==> src/rtl/branch_pkg.sv <==
package branch_pkg;
  localparam int COND_W = 5;
  localparam int FLAG_W = 4;
  localparam int NUM_FLAG_TESTS = 2 * FLAG_W;
  localparam int NUM_REL = 10;

  // flag bit positions inside flags_i
  localparam int FB_Z = 0;
  localparam int FB_V = 1;
  localparam int FB_N = 2;
  localparam int FB_C = 3;

  typedef enum logic [COND_W-1:0] {
    C_ZSET  = 5'd0,  C_ZCLR  = 5'd1,
    C_CSET  = 5'd2,  C_CCLR  = 5'd3,
    C_NSET  = 5'd4,  C_NCLR  = 5'd5,
    C_VSET  = 5'd6,  C_VCLR  = 5'd7,
    C_UHI   = 5'd8,  C_UHS   = 5'd9,
    C_ULO   = 5'd10, C_ULS   = 5'd11,
    C_SGT   = 5'd12, C_SGE   = 5'd13,
    C_SLT   = 5'd14, C_SLE   = 5'd15,
    C_EQ    = 5'd16, C_NE    = 5'd17,
    C_ALW   = 5'd18, C_NEVER = 5'd19
  } cond_e;

  localparam logic [COND_W-1:0] REL_BASE = 5'd8;

  // flag index tested by single-flag slot i (order Z, C, N, V)
  function automatic int flag_of_slot(input int slot);
    case (slot)
      0: return FB_Z;
      1: return FB_C;
      2: return FB_N;
      default: return FB_V;
    endcase
  endfunction
endpackage

==> src/rtl/branch_flag_test.sv <==
module branch_flag_test
  import branch_pkg::*;
(
  input  logic [FLAG_W-1:0]         flags_i,
  output logic [NUM_FLAG_TESTS-1:0] hit_o
);
  for (genvar i = 0; i < FLAG_W; i++) begin : g_slot
    localparam int FIDX = flag_of_slot(i);
    assign hit_o[2*i]   =  flags_i[FIDX];
    assign hit_o[2*i+1] = ~flags_i[FIDX];
  end
endmodule

==> src/rtl/branch_rel_test.sv <==
module branch_rel_test
  import branch_pkg::*;
(
  input  logic [FLAG_W-1:0]  flags_i,
  output logic [NUM_REL-1:0] rel_o
);
  logic c, n, v, z, lt_s, hi_u;

  assign c = flags_i[FB_C];
  assign n = flags_i[FB_N];
  assign v = flags_i[FB_V];
  assign z = flags_i[FB_Z];

  assign lt_s = n ^ v;
  assign hi_u = ~c & ~z;

  // bit k corresponds to code REL_BASE + k
  always_comb begin
    rel_o = '0;
    rel_o[C_UHI - REL_BASE] = hi_u;
    rel_o[C_UHS - REL_BASE] = ~c;
    rel_o[C_ULO - REL_BASE] = c;
    rel_o[C_ULS - REL_BASE] = ~hi_u;
    rel_o[C_SGT - REL_BASE] = ~lt_s & ~z;
    rel_o[C_SGE - REL_BASE] = ~lt_s;
    rel_o[C_SLT - REL_BASE] = lt_s;
    rel_o[C_SLE - REL_BASE] = lt_s | z;
    rel_o[C_EQ  - REL_BASE] = z;
    rel_o[C_NE  - REL_BASE] = ~z;
  end
endmodule

==> src/rtl/branch_cond_mux.sv <==
module branch_cond_mux
  import branch_pkg::*;
(
  input  logic [COND_W-1:0]         cond_i,
  input  logic [NUM_FLAG_TESTS-1:0] hit_i,
  input  logic [NUM_REL-1:0]        rel_i,
  output logic                      taken_o
);
  localparam int REL_END = int'(REL_BASE) + NUM_REL;

  always_comb begin
    taken_o = 1'b0;
    if (int'(cond_i) < NUM_FLAG_TESTS)
      taken_o = hit_i[cond_i[$clog2(NUM_FLAG_TESTS)-1:0]];
    else if (int'(cond_i) < REL_END)
      taken_o = rel_i[4'(cond_i - REL_BASE)];
    else if (cond_i == C_ALW)
      taken_o = 1'b1;
  end
endmodule

==> src/rtl/branch_eval.sv <==
module branch_eval
  import branch_pkg::*;
#(
  parameter int ADDR_W = 16
) (
  input  logic              clk_i,
  input  logic              rst_ni,
  input  logic              valid_i,
  input  logic [4:0]        cond_i,
  input  logic [3:0]        flags_i,
  input  logic [ADDR_W-1:0] pc_inc_i,
  input  logic [ADDR_W-1:0] ea_i,
  output logic              valid_o,
  output logic              taken_o,
  output logic [ADDR_W-1:0] next_pc_o
);
  logic [NUM_FLAG_TESTS-1:0] hit;
  logic [NUM_REL-1:0]        rel;
  logic                      take_d;

  branch_flag_test u_flag (.flags_i(flags_i), .hit_o(hit));
  branch_rel_test  u_rel  (.flags_i(flags_i), .rel_o(rel));
  branch_cond_mux  u_mux  (.cond_i(cond_i), .hit_i(hit), .rel_i(rel), .taken_o(take_d));

  always_ff @(posedge clk_i or negedge rst_ni) begin
    if (!rst_ni) begin
      valid_o   <= 1'b0;
      taken_o   <= 1'b0;
      next_pc_o <= '0;
    end else begin
      valid_o <= valid_i;
      if (valid_i) begin
        taken_o   <= take_d;
        next_pc_o <= take_d ? ea_i : pc_inc_i;
      end
    end
  end
endmodule

==> config.mk <==
export PLATFORM = sky130hd
export DESIGN_NAME = branch_eval
export DESIGN_NICKNAME = d
export VERILOG_FILES = /design/src/rtl/branch_pkg.sv /design/src/rtl/branch_flag_test.sv /design/src/rtl/branch_rel_test.sv /design/src/rtl/branch_cond_mux.sv /design/src/rtl/branch_eval.sv
export SDC_FILE = /design/constraint.sdc
export NUM_CORES = 1
export LEC_CHECK = 0
export CAP_MARGIN = 30
export CELL_PAD_IN_SITES_DETAIL_PLACEMENT = 1
export CELL_PAD_IN_SITES_GLOBAL_PLACEMENT = 2
export CORE_UTILIZATION = 22
export CTS_BUF_LIST = sky130_fd_sc_hd__clkbuf_4 sky130_fd_sc_hd__clkbuf_8
export DETAILED_ROUTE_END_ITERATION = 16
export HOLD_SLACK_MARGIN = 0.05
export MAX_ROUTING_LAYER = met4
export PLACE_DENSITY_LB_ADDON = 0.1
export SETUP_SLACK_MARGIN = 0.15
export SLEW_MARGIN = 25
export SYNTH_ARGS = -nofsm -noshare
export SYNTH_HDL_FRONTEND = slang
export SYNTH_SLANG_ARGS = --single-unit
export TNS_END_PERCENT = 30
==> constraint.sdc <==
create_clock -name clk_i -period 0.91 [get_ports clk_i]
set_input_delay 0.182 -clock clk_i [delete_from_list [all_inputs] [get_ports clk_i]]
set_output_delay 0.182 -clock clk_i [all_outputs]
set_load 0.05 [all_outputs]
==> summary by stage <==
Drt
For this run, design rule violations remaining after detail routing come to 0. The routed design has 4630 um of wire. In this run, the number of DRC markers left after iteration 0 of detailed routing was 58. The count of nets left with antenna violations once routing finished came out at 0. In the final routed layout, each cell accounts on average for 17.3 um. The final route contains 1332 vias. The first detailed-routing pass ran for 4 iterations.

The via density per instance is 4.97.

STA
The final-report hold violation count is 0. Setup repair after global routing could not meet its margin everywhere. The hold slack is 262 ps. The final setup slack of the worst path is -501 ps. The final cycle utilization of the critical path is 1.55. Derived from the worst setup path, the maximum achievable clock frequency is 0.709 GHz. Clock skew on the completed layout was measured at 0 ps. The count of pins over their slew limit was 0. The final setup violation count is 35. At the pin with the least slew margin, the transition time is 277 ps.

The relative slew slack is 0.815. The worst path in the final design needs a cycle of 1410 ps, including I/O delays and setup.

Clock tree
For the worst-skew pair, the clock arrives at the later sink with an insertion delay of 250 ps. After clock tree synthesis, the clock-pin slew on the worst setup and hold paths is 70 ps. Clock tree synthesis inserted a total of 3 buffers. The H-tree depth is 1. The cell sitting at the root of the clock tree is a sky130_fd_sc_hd__clkbuf_8. The clock sink total is 18. The number of buffers between clock root and the deepest sink is 2. TritonCTS built the clock tree.

Worst setup path
The maximum fanout count along the critical path is 8. At the worst endpoint, the required time is 1080 ps. The worst setup path is launched from an input pin.

For the worst setup path, the data arrival time is 1580 ps. The startpoint identified for the worst register-to-register timing path is next_pc_o[11]$_DFFE_PN0P_. The type of element capturing the critical path is a flop. The category of the critical setup timing path is in2reg. The critical path startpoint is cond_i[0].

Power
The share of total power dissipated in the clock network is 0.194. The internal power of the cells totals 0.00219 W. The switching power total is 0.00127 W.

Of the total power, the share spent switching nets is 0.367. For this design the static power due to leakage is 0.953 nW. The worst-case IR drop observed on VDD is 0.690 mV. The share of total power dissipated in sequential elements is 0.303. Dividing total power by cell area gives a power density of 1410 mW/mm^2. The share of total power dissipated in combinational logic is 0.502.

Yosys
The largest family of logic cells by synthesized area is compound AO/OA/AOI/OAI gates. The net count of the mapped netlist is 161. In this run, synthesis produced a sequential element count of 18. The share of synthesized area in the top cell type comes to 0.391. The share of the yosys chip area belonging to registers is 0.391. The adder and majority gate portion of the synthesized area is 0. The cell type contributing the most total cell area after synthesis is sky130_fd_sc_hd__dfrtp_1. The post-synthesis area per instance is 9.84 um^2. By area the synthesized netlist is led by sky130_fd_sc_hd__dfrtp_1, sky130_fd_sc_hd__a211oi_1, sky130_fd_sc_hd__o2bb2ai_1, sky130_fd_sc_hd__nor2_1, sky130_fd_sc_hd__buf_6. The multiplexer share of the synthesized area is 0.0272.

Of the total synthesized cell area, the portion taken by XOR and XNOR cells is 0.00761. Yosys printed 0 warnings. The netlist uses 24 different library cells.

The share of the synthesized area in compound gates (AO/OA/AOI/OAI) is 0.411. After technology mapping, the gate count stands at 117. Summing every instance area after synthesis gives 0.00115 mm^2. The area share of and/or/nand/nor cells after synthesis is 0.0978.

Worst hold path
In this run the worst hold path is classified as in2async.

Place
The half-perimeter wire length after placement is 3310 um. During placement, the flow inserted port buffers numbering 61. The routability congestion estimate is 0.782.

Counting tap cells, the placed design contains a total of 257 instances. After detailed placement, the total cell area comes to 0.00214 mm^2.

Die
The die width is 74.3 um. The initial core utilization is 0.236. The y dimension of the die is 74.3 um.

The number of I/O pins is 62. The core box area is 0.00488 mm^2. The floorplan step defined a die boundary enclosing 0.00553 mm^2. The cell row count is 25.

Layout
After the last flow step, the layout net total stands at 246. The number of standard cells in the layout, taps in and fillers out is 268. The layout filler cell count is 550. The number of antenna cells inserted is 0. In the final layout, the share of cells above drive strength 1 is 0.463. Summing all flip-flop and latch instances after layout gives 450 um^2. Measured on the finished design, the core utilization comes to 0.503.

The multi-input logic area is 811 um^2. After routing the design area is 0.00245 mm^2. Relative to the synthesized area, the layout overhead comes to 113%.

Outcome
The run finished, with violations left. The checks that failed: setup timing.

Global routing
The maximum number of pins on one net before global-route repair is 19. The first global-routing pass estimated 7250 um of wire. The global router's overall resource usage is 0.181. The number of antenna violations at the first check in global routing is 0. The number of global-route vias before repair is 1457.

Summed over all layers, the global routing overflow is 0.

Run
The tool flagged a number of max-cap violations equal to 0.
[per-stage QoR]
| stage | total power, W | setup slack, ps | setup TNS, ps |
|---|---|---|---|
| 6_report | 0.00346 | -501 | -10260 |
| 5_1_grt | 0.00360 | -566 | -11890 |
| 4_1_cts | 0.00343 | -534 | -10520 |
| 3_5_place_dp | 0.00263 | -1280 | -21240 |
| 3_3_place_gp | 0.00261 | -1220 | -20340 |
| 2_1_floorplan | 0.00171 | -728 | -11650 |
[critical path, stage by stage]
cell and delay, ps:
sky130_fd_sc_hd__clkdlybuf4s15_2 210, sky130_fd_sc_hd__buf_6 130, sky130_fd_sc_hd__buf_4 130, sky130_fd_sc_hd__a311oi_4 280, sky130_fd_sc_hd__a211oi_4 120, sky130_fd_sc_hd__and2_4 190, sky130_fd_sc_hd__buf_6 140, sky130_fd_sc_hd__a211oi_1 190
[what timing repair did]
item / 4_1_cts / 5_1_grt
endpoints found under the setup margin: 36 / 36
endpoints found under the hold margin: 0 / 0
cloned: 2 / 0
gates resized for setup: 72 / 13
setup buffers: 3 / 2
pin swaps: 22 / 11
hold buffers: 0 / 0
[power groups by stage]
stage	clock, W	combinational, W	sequential [W]
global placement	0	0.00155	0.00106
CTS	0.000687	0.00169	0.00105
floorplan	0	0.000319	0.00139
detailed placement	0	0.00157	0.00106
global route	0.000721	0.00182	0.00107
finish	0.000672	0.00174	0.00105
[layer usage]
layer / part of all wire / wire length, um / vias up / global-route usage
met3: 0.042 / 195 / 3 / 0.0271
li1: - / - / 630 / -
met2: 0.52 / 2400 / 37 / 0.320
met4: 0.0045 / 21 / 0 / 0.0419
met5: 0 / 0 / - / -
met1: 0.43 / 2010 / 662 / 0.216
[layout by cell type, fill, tap and decap left out, drive strengths merged, types with 3 or more instances in the layout]
cell type and instances:
a211oi 33, buf 53, clkbuf 4, clkdlybuf4s50 33
dfrtp 18, nor2 18, nor2b 3, o2bb2ai 16
[logic make-up after synthesis]
kind of cell / Yosys count
AND/OR/NAND/NOR: 25
XOR/XNOR: 1
AO/OA/AOI/OAI: 58
multiplexers: 3
flip-flops: 18
buffers and inverters: 12
[synth_stat cells, drive strengths merged]
| library cell | instances |
|---|---|
| a211o | 1 |
| dfrtp | 18 |
| buf | 4 |
| xor2 | 1 |
| nand2 | 1 |
| clkbuf | 6 |
| nor4bb | 1 |
| or2 | 1 |
| mux2i | 2 |
| nor2b | 3 |
| mux2 | 1 |
| and2 | 1 |
| o22a | 1 |
| nor2 | 18 |
| o311a | 2 |
| o21ai | 2 |
| a211oi | 33 |
| a311oi | 1 |
| o2bb2ai | 16 |
| inv | 2 |
| a21oi | 2 |
[final timing paths]
check	to	slack, ps	cells after the start
worst max-delay path	next_pc_o[4]$_DFFE_PN0P_	-500	8
min in group clk_i	valid_o$_DFF_PN0_	330	2
worst min register to register	taken_o$_DFFE_PN0P_	570	1
worst min-delay path	next_pc_o[6]$_DFFE_PN0P_	260	2
worst max register to register	next_pc_o[11]$_DFFE_PN0P_	100	2
max in group asynchronous	next_pc_o[8]$_DFFE_PN0P_	510	2
[area by class of cell]
type	instances	share of cell area
inverter	2	0.00306
multi-input combinational	87	0.330
clock buffer	4	0.0224
sequential	18	0.184
timing repair buffer	90	0.426
tap	67	0.0342
[state kept, by name, indices dropped and copies added (netlist names)]
name	flops
valid_o	1
taken_o	1
next_pc_o	16
(Power assumes the default switching activity.)
